===== src/rtl/fatr_pkg.sv =====
package fatr_pkg;

   typedef enum logic [1:0] {
      DIR_UP    = 2'd0,
      DIR_LEFT  = 2'd1,
      DIR_RIGHT = 2'd2
   } dir_e;

   // base of the reachable client range: column with its low ROW bits cleared
   function automatic int range_base(input int row, input int col);
      return (col >> row) << row;
   endfunction

endpackage


===== src/rtl/fatr_route_fn.sv =====
module fatr_route_fn
   import fatr_pkg::*;
#(
   parameter int ADDR_W = 4,
   parameter int LO     = 4,
   parameter int MID    = 6,
   parameter int HI     = 8,
   parameter bit UPSIDE = 1'b0
) (
   input  logic [ADDR_W-1:0] addr,
   output dir_e              dir
);

   localparam logic [ADDR_W:0] LO_V  = (ADDR_W+1)'(LO);
   localparam logic [ADDR_W:0] MID_V = (ADDR_W+1)'(MID);
   localparam logic [ADDR_W:0] HI_V  = (ADDR_W+1)'(HI);

   logic [ADDR_W:0] a_ext;
   assign a_ext = {1'b0, addr};

   generate
      if (UPSIDE) begin : g_from_above
         // traffic from above is already inside the range: split only
         always_comb begin
            if (a_ext < MID_V) dir = DIR_LEFT;
            else               dir = DIR_RIGHT;
         end
      end else begin : g_from_below
         logic ge_lo, lt_mid, lt_hi;
         assign ge_lo  = (a_ext >= LO_V);
         assign lt_mid = (a_ext <  MID_V);
         assign lt_hi  = (a_ext <  HI_V);
         always_comb begin
            if (!ge_lo || !lt_hi) dir = DIR_UP;
            else if (lt_mid)      dir = DIR_LEFT;
            else                  dir = DIR_RIGHT;
         end
      end
   endgenerate

endmodule


===== src/rtl/fatr_in_lock.sv =====
module fatr_in_lock
   import fatr_pkg::*;
(
   input  logic clk,
   input  logic rst_n,
   input  logic in_vld,
   input  logic in_tail,
   input  dir_e new_dir,
   output dir_e cur_dir,
   output logic locked,
   output logic hdr
);

   logic lk_act;
   dir_e lk_dir;

   assign locked  = lk_act;
   assign hdr     = in_vld & ~lk_act;
   assign cur_dir = lk_act ? lk_dir : new_dir;

   always_ff @(posedge clk or negedge rst_n) begin
      if (!rst_n) begin
         lk_act <= 1'b0;
         lk_dir <= DIR_UP;
      end else if (in_vld) begin
         if (lk_act) begin
            if (in_tail) lk_act <= 1'b0;
         end else if (!in_tail) begin
            lk_act <= 1'b1;
            lk_dir <= new_dir;
         end
      end
   end

endmodule


===== src/rtl/fatr_up_alloc.sv =====
module fatr_up_alloc #(
   parameter int N   = 2,
   parameter int UPW = 1
) (
   input  logic [N-1:0]          req,
   input  logic [N-1:0]          busy,
   output logic [N-1:0][UPW-1:0] pick
);

   always_comb begin
      logic [N-1:0] avail;
      logic         found;
      avail = ~busy;
      for (int i = 0; i < N; i++) begin
         pick[i] = '0;
         found   = 1'b0;
         if (req[i]) begin
            for (int j = 0; j < N; j++) begin
               if (!found && avail[j]) begin
                  found    = 1'b1;
                  pick[i]  = UPW'(j);
                  avail[j] = 1'b0;
               end
            end
         end
      end
   end

endmodule


===== src/rtl/fatr_router.sv =====
module fatr_router
   import fatr_pkg::*;
#(
   parameter int N_DN   = 2,
   parameter int N_UI   = 2,
   parameter int ROW    = 2,
   parameter int COL    = 5,
   parameter int ADDR_W = 4,
   parameter int DATA_W = 8
) (
   input  logic                                  clk,
   input  logic                                  rst_n,
   input  logic [N_DN-1:0]                       dn_in_vld,
   input  logic [N_DN-1:0]                       dn_in_tail,
   input  logic [N_DN-1:0][DATA_W-1:0]           dn_in_data,
   input  logic [N_UI-1:0]                       up_in_vld,
   input  logic [N_UI-1:0]                       up_in_tail,
   input  logic [N_UI-1:0][DATA_W-1:0]           up_in_data,
   output logic [N_DN-1:0]                       up_out_vld,
   output logic [N_DN-1:0]                       up_out_tail,
   output logic [N_DN-1:0][DATA_W-1:0]           up_out_data,
   output logic [N_DN+N_UI-1:0]                  lft_out_vld,
   output logic [N_DN+N_UI-1:0]                  lft_out_tail,
   output logic [N_DN+N_UI-1:0][DATA_W-1:0]      lft_out_data,
   output logic [N_DN+N_UI-1:0]                  rgt_out_vld,
   output logic [N_DN+N_UI-1:0]                  rgt_out_tail,
   output logic [N_DN+N_UI-1:0][DATA_W-1:0]      rgt_out_data
);

   localparam int N_IN = N_DN + N_UI;
   localparam int UPW  = (N_DN > 1) ? $clog2(N_DN) : 1;
   localparam int LO   = range_base(ROW, COL);
   localparam int MID  = LO + (1 << (ROW - 1));
   localparam int HI   = LO + (1 << ROW);

   generate
      if (ROW < 1 || ROW > ADDR_W)
         $error("fatr_router: ROW must lie in 1..ADDR_W");
      if (COL < 0 || COL >= (1 << ADDR_W))
         $error("fatr_router: COL outside the address space");
      if (N_DN < 1 || N_UI < 1)
         $error("fatr_router: each side needs at least one input");
      if (DATA_W < ADDR_W)
         $error("fatr_router: DATA_W must hold the address");
   endgenerate

   logic [N_IN-1:0]             all_vld;
   logic [N_IN-1:0]             all_tail;
   logic [N_IN-1:0][DATA_W-1:0] all_data;
   dir_e                        rt_dir  [N_IN];
   dir_e                        cur_dir [N_IN];
   logic [N_IN-1:0]             locked;
   logic [N_IN-1:0]             hdr;

   assign all_vld  = {up_in_vld,  dn_in_vld};
   assign all_tail = {up_in_tail, dn_in_tail};
   assign all_data = {up_in_data, dn_in_data};

   // routing decode and path lock for every input
   generate
      for (genvar i = 0; i < N_IN; i++) begin : g_in
         fatr_route_fn #(
            .ADDR_W (ADDR_W),
            .LO     (LO),
            .MID    (MID),
            .HI     (HI),
            .UPSIDE (i >= N_DN)
         ) u_rt (
            .addr (all_data[i][ADDR_W-1:0]),
            .dir  (rt_dir[i])
         );

         fatr_in_lock u_lk (
            .clk     (clk),
            .rst_n   (rst_n),
            .in_vld  (all_vld[i]),
            .in_tail (all_tail[i]),
            .new_dir (rt_dir[i]),
            .cur_dir (cur_dir[i]),
            .locked  (locked[i]),
            .hdr     (hdr[i])
         );

         // private downward pair: flit data passes straight through
         assign lft_out_vld[i]  = all_vld[i] & (cur_dir[i] == DIR_LEFT);
         assign rgt_out_vld[i]  = all_vld[i] & (cur_dir[i] == DIR_RIGHT);
         assign lft_out_tail[i] = lft_out_vld[i] & all_tail[i];
         assign rgt_out_tail[i] = rgt_out_vld[i] & all_tail[i];
         assign lft_out_data[i] = all_data[i];
         assign rgt_out_data[i] = all_data[i];
      end
   endgenerate

   // upward link choice for inputs from below
   logic [N_DN-1:0]          up_req;
   logic [N_DN-1:0]          up_busy;
   logic [N_DN-1:0][UPW-1:0] up_pick;
   logic [N_DN-1:0][UPW-1:0] up_held;
   logic [N_DN-1:0][UPW-1:0] up_sel;

   always_comb begin
      for (int i = 0; i < N_DN; i++)
         up_req[i] = hdr[i] & (rt_dir[i] == DIR_UP);
   end

   always_comb begin
      up_busy = '0;
      for (int i = 0; i < N_DN; i++)
         if (locked[i] && cur_dir[i] == DIR_UP)
            up_busy[up_held[i]] = 1'b1;
   end

   fatr_up_alloc #(
      .N   (N_DN),
      .UPW (UPW)
   ) u_alloc (
      .req  (up_req),
      .busy (up_busy),
      .pick (up_pick)
   );

   always_ff @(posedge clk or negedge rst_n) begin
      if (!rst_n) begin
         up_held <= '0;
      end else begin
         for (int i = 0; i < N_DN; i++)
            if (up_req[i]) up_held[i] <= up_pick[i];
      end
   end

   always_comb begin
      for (int i = 0; i < N_DN; i++)
         up_sel[i] = locked[i] ? up_held[i] : up_pick[i];
   end

   // upward output mux: at most one source per link by construction of the allocator
   always_comb begin
      for (int j = 0; j < N_DN; j++) begin
         up_out_vld[j]  = 1'b0;
         up_out_tail[j] = 1'b0;
         up_out_data[j] = '0;
         for (int i = 0; i < N_DN; i++) begin
            if (dn_in_vld[i] && cur_dir[i] == DIR_UP && up_sel[i] == UPW'(j)) begin
               up_out_vld[j]  = 1'b1;
               up_out_tail[j] = up_out_tail[j] | dn_in_tail[i];
               up_out_data[j] = up_out_data[j] | dn_in_data[i];
            end
         end
      end
   end

endmodule


===== config.mk =====
export PLATFORM = sky130hd
export DESIGN_NAME = fatr_router
export DESIGN_NICKNAME = d
export VERILOG_FILES = /design/src/rtl/fatr_pkg.sv /design/src/rtl/fatr_route_fn.sv /design/src/rtl/fatr_in_lock.sv /design/src/rtl/fatr_up_alloc.sv /design/src/rtl/fatr_router.sv
export SDC_FILE = /design/constraint.sdc
export NUM_CORES = 1
export LEC_CHECK = 0
export BUFFER_PORTS_ARGS = -buffer_cell sky130_fd_sc_hd__buf_2
export CORE_MARGIN = 1
export CORE_UTILIZATION = 35
export CTS_CLUSTER_DIAMETER = 200
export DETAILED_ROUTE_END_ITERATION = 10
export HOLD_SLACK_MARGIN = 0.02
export PLACE_DENSITY = 0.86
export REMOVE_ABC_BUFFERS = 1
export SLEW_MARGIN = 30
export SYNTH_ARGS = -nofsm -noshare
export SYNTH_HDL_FRONTEND = slang
export SYNTH_SLANG_ARGS = --single-unit

===== constraint.sdc =====
create_clock -name clk -period 1.87 [get_ports clk]
set_clock_uncertainty 0.05 [all_clocks]
set_input_delay 0.2805 -clock clk [delete_from_list [all_inputs] [get_ports clk]]
set_output_delay 0.2805 -clock clk [all_outputs]
set_load 0.02 [all_outputs]

==> results by group <==
Worst hold path
  • Class of the worst hold path: in -> reg

Place
  • Pre-CTS setup slack: -355 ps
  • Post-DP Area: 0.00190 sq mm
  • Port buffer count: 111
  • RePlAce Congestion: 0.856
  • # placed instances: 308
  • Post-DP HPWL: 3640 um

Clocking
  • CTS tree: yes
  • Root Buffer: clkbuf_8
  • Num CTS Buffers: 3
  • H-tree level count: 1
  • CTS Sinks: 14
  • Clk_lat worst skew: 250 ps
  • Clock slew at reported path FFs: 60 ps
  • Clock Path Buffers: 2

Drt
  • Vias per inst: 5.28
  • Vias: 1,663
  • 1st-iter DRT viols: 90
  • Post-route DRC: 4
  • Final ANT Viol Nets: 0
  • DRT Pass-1 Iters: 8
  • Total Wirelength: 4840 um
  • Avg WL per Cell: 15.4 um

STA
  • Fin Setup TNS: -9690 ps
  • Actual slew at the worst max-slew pin: 391 ps
  • Normalized max-slew margin: 73.9%
  • PnR worst setup slack: -527 ps
  • Fin. Hold Viols: 0
  • Period utilisation layout: 128%
  • Slew Limit Fails: 0
  • Fmax: 417 MHz
  • Setup Viol. Count Final: 20
  • RSZ-0062 raised after global routing: yes
  • Crit path time final: 2400 ps

Critical path
  • Crit path kind: reg -> out
  • CP max stage delay: 540 ps
  • Worst Path Required: 1540 ps
  • WP data arrival: 2070 ps
  • Top delay family on crit path: simple AND/OR/NAND/NOR gates
  • Worst path cell trace: or4b_4, or3_4, a21oi_4, a32o_1, buf_6
  • CP Capture Type: primary output
  • CP max stage cell: or4b_4
  • CP Max Fanout: 5
  • Sum of buffers and inverters on the critical path: 1
  • Setup crit start kind: flop

Synthesis
  • Netlist cell types: 41
  • EDFF count, synth: 0
  • Syn Area/Cell: 8.48 sq um
  • Mapped cell area: 0.00167 sq mm
  • Synthesized flop and latch total: 14
  • Post-synth top flop: dfrtp_1
  • Synth Warn #: 0
  • Share of the yosys chip area belonging to registers: 21.0%
  • Ys async rst share: 100%
  • Post-Synthesis Cells: 197

Pwr
  • Comb power frac: 59.1%
  • Sw Pwr: 0.703 mW
  • Pwr Density: 786 mW/mm^2
  • Sw Ratio: 42.0%
  • P_int: 0.971 mW
  • Clock Power Share: 17.7%
  • VDD IR max: 0.358 mV
  • Seq pwr share: 23.3%
  • Static leakage: 1.12 nW

Floorplan
  • Initial core utilization: 37.3%
  • Row count: 24
  • # IOs: 142
  • Die Y: 71.1 um
  • Die ar.: 0.00505 sq mm
  • Die width: 71.1 um
  • Core area: 0.00447 sq mm

Outcome
  • Failing checks: design-rule violations, negative setup slack
  • Status: complete, but fails checks

Global routing
  • Largest net degree at the start of global routing: 21
  • Gr ovfl total: 0
  • Initial antenna violation count: 0
  • Vias in the first global route: 1,474
  • First-pass GRT wire length: 7330 um
  • Total track usage: 18.2%

Cells and area
  • Non-filler instance count after layout: 315
  • Layout cells sized above 1: 59.3%
  • Commonest non-fill, non-tap cells in the layout: 100 x buf_2, 19 x buf_4, 14 x a32o_1, 13 x dfrtp_1, 12 x buf_6
  • Layout area overhead: 27.5%
  • Final instance area: 0.00213 sq mm
  • Commonest non-fill, non-tap cell in the layout: buf_2
  • Final net count: 306
  • N_diodes: 0

Job
  • Number of max-cap violations: 0
power groups by stage:
stage	clock (mW)	combinational (mW)	sequential, mW
floorplan	0	0.432	0.396
global placement	0	0.838	0.390
detailed placement	0	0.857	0.394
CTS	0.307	0.940	0.388
global route	0.323	1.06	0.396
finish	0.296	0.989	0.390
registers in the layout (all words and copies together), names as in the netlist:
register / flops
up_held: 2
g_in.u_lk.lk_dir: 8
g_in.u_lk.locked: 4
Yosys cell counts, types with 2 or more instances:
| cell type | instances | area [sq um] |
|---|---|---|
| o22ai_1 | 2 | 12.5 |
| nand2_1 | 10 | 37.5 |
| a32o_1 | 18 | 180 |
| nor3b_1 | 2 | 15.0 |
| inv_1 | 6 | 22.5 |
| nor2b_1 | 3 | 18.8 |
| and3_1 | 6 | 37.5 |
| o21ai_0 | 9 | 45.0 |
| dfrtp_1 | 14 | 350 |
| and2_1 | 8 | 50.1 |
| a21boi_0 | 2 | 15.0 |
| o31ai_1 | 2 | 15.0 |
| mux2_2 | 3 | 33.8 |
| a21oi_1 | 4 | 20.0 |
| a21o_1 | 3 | 22.5 |
| clkbuf_1 | 4 | 15.0 |
| nand3b_1 | 2 | 15.0 |
| nor2_1 | 7 | 26.3 |
| o32ai_1 | 2 | 17.5 |
| buf_4 | 65 | 488 |
| nand2b_1 | 5 | 31.3 |
cell type report:
class / count / area, sq um
Clock buffer: 4 / 55.1
Fill cell: 432 / 2340
Tap cell: 52 / 65.1
Sequential cell: 14 / 352
Inverter: 6 / 22.5
Timing Repair Buffer: 132 / 788
Multi-Input combinational cell: 107 / 847
metal layers:
layer	routed length [um]	track usage, %	up-vias
li1	-	-	782
met1	1990	24.9	787
met2	2350	27.2	88
met3	446	6.70	4
met4	14	3.33	2
met5	33	5.05	-
through the flow:
step	hold WS (ps)	util, %	power, mW
final	208	47.6	1.67
after CTS	205	46.0	1.63
after global routing	209	47.6	1.78
after global placement	144	42.6	1.23
after detailed placement	146	42.6	1.25
after floorplan	-65.1	-	0.828
path summary, 6_finish.rpt:
check                      slack (ps)  cells past startpoint                     end              startpoint
max                              -530                      5          up_out_tail[1]  g_in[1].u_lk.lk_dir[0]
min                               210                      2     g_in[2].u_lk.locked           up_in_tail[0]
max reg2reg                       340                      4  g_in[1].u_lk.lk_dir[0]     g_in[1].u_lk.locked
min reg2reg                       470                      2              up_held[0]              up_held[0]
max in group asynchronous        1080                      2     g_in[3].u_lk.locked                   rst_n
min in group asynchronous         410                      2  g_in[0].u_lk.lk_dir[1]                   rst_n
what timing repair did:
item	in CTS	in global routing
cloned	2	0
hold buffers	1	0
endpoints found under the setup margin	20	25
hold endpoints to repair	14	0
resized for setup	17	20
pin swaps	4	3
buffers inserted	0	0
kinds of logic after synthesis:
group                  count (synthesis)  share of synthesized area [%]
AO/OA/AOI/OAI                         51                           25.4
buffers and inverters                 78                           33.5
flip-flops                            14                           21.0
multiplexers                           4                           2.62
AND/OR/NAND/NOR                       50                           17.5
No activity file was read; power rests on OpenSTA's default activity.
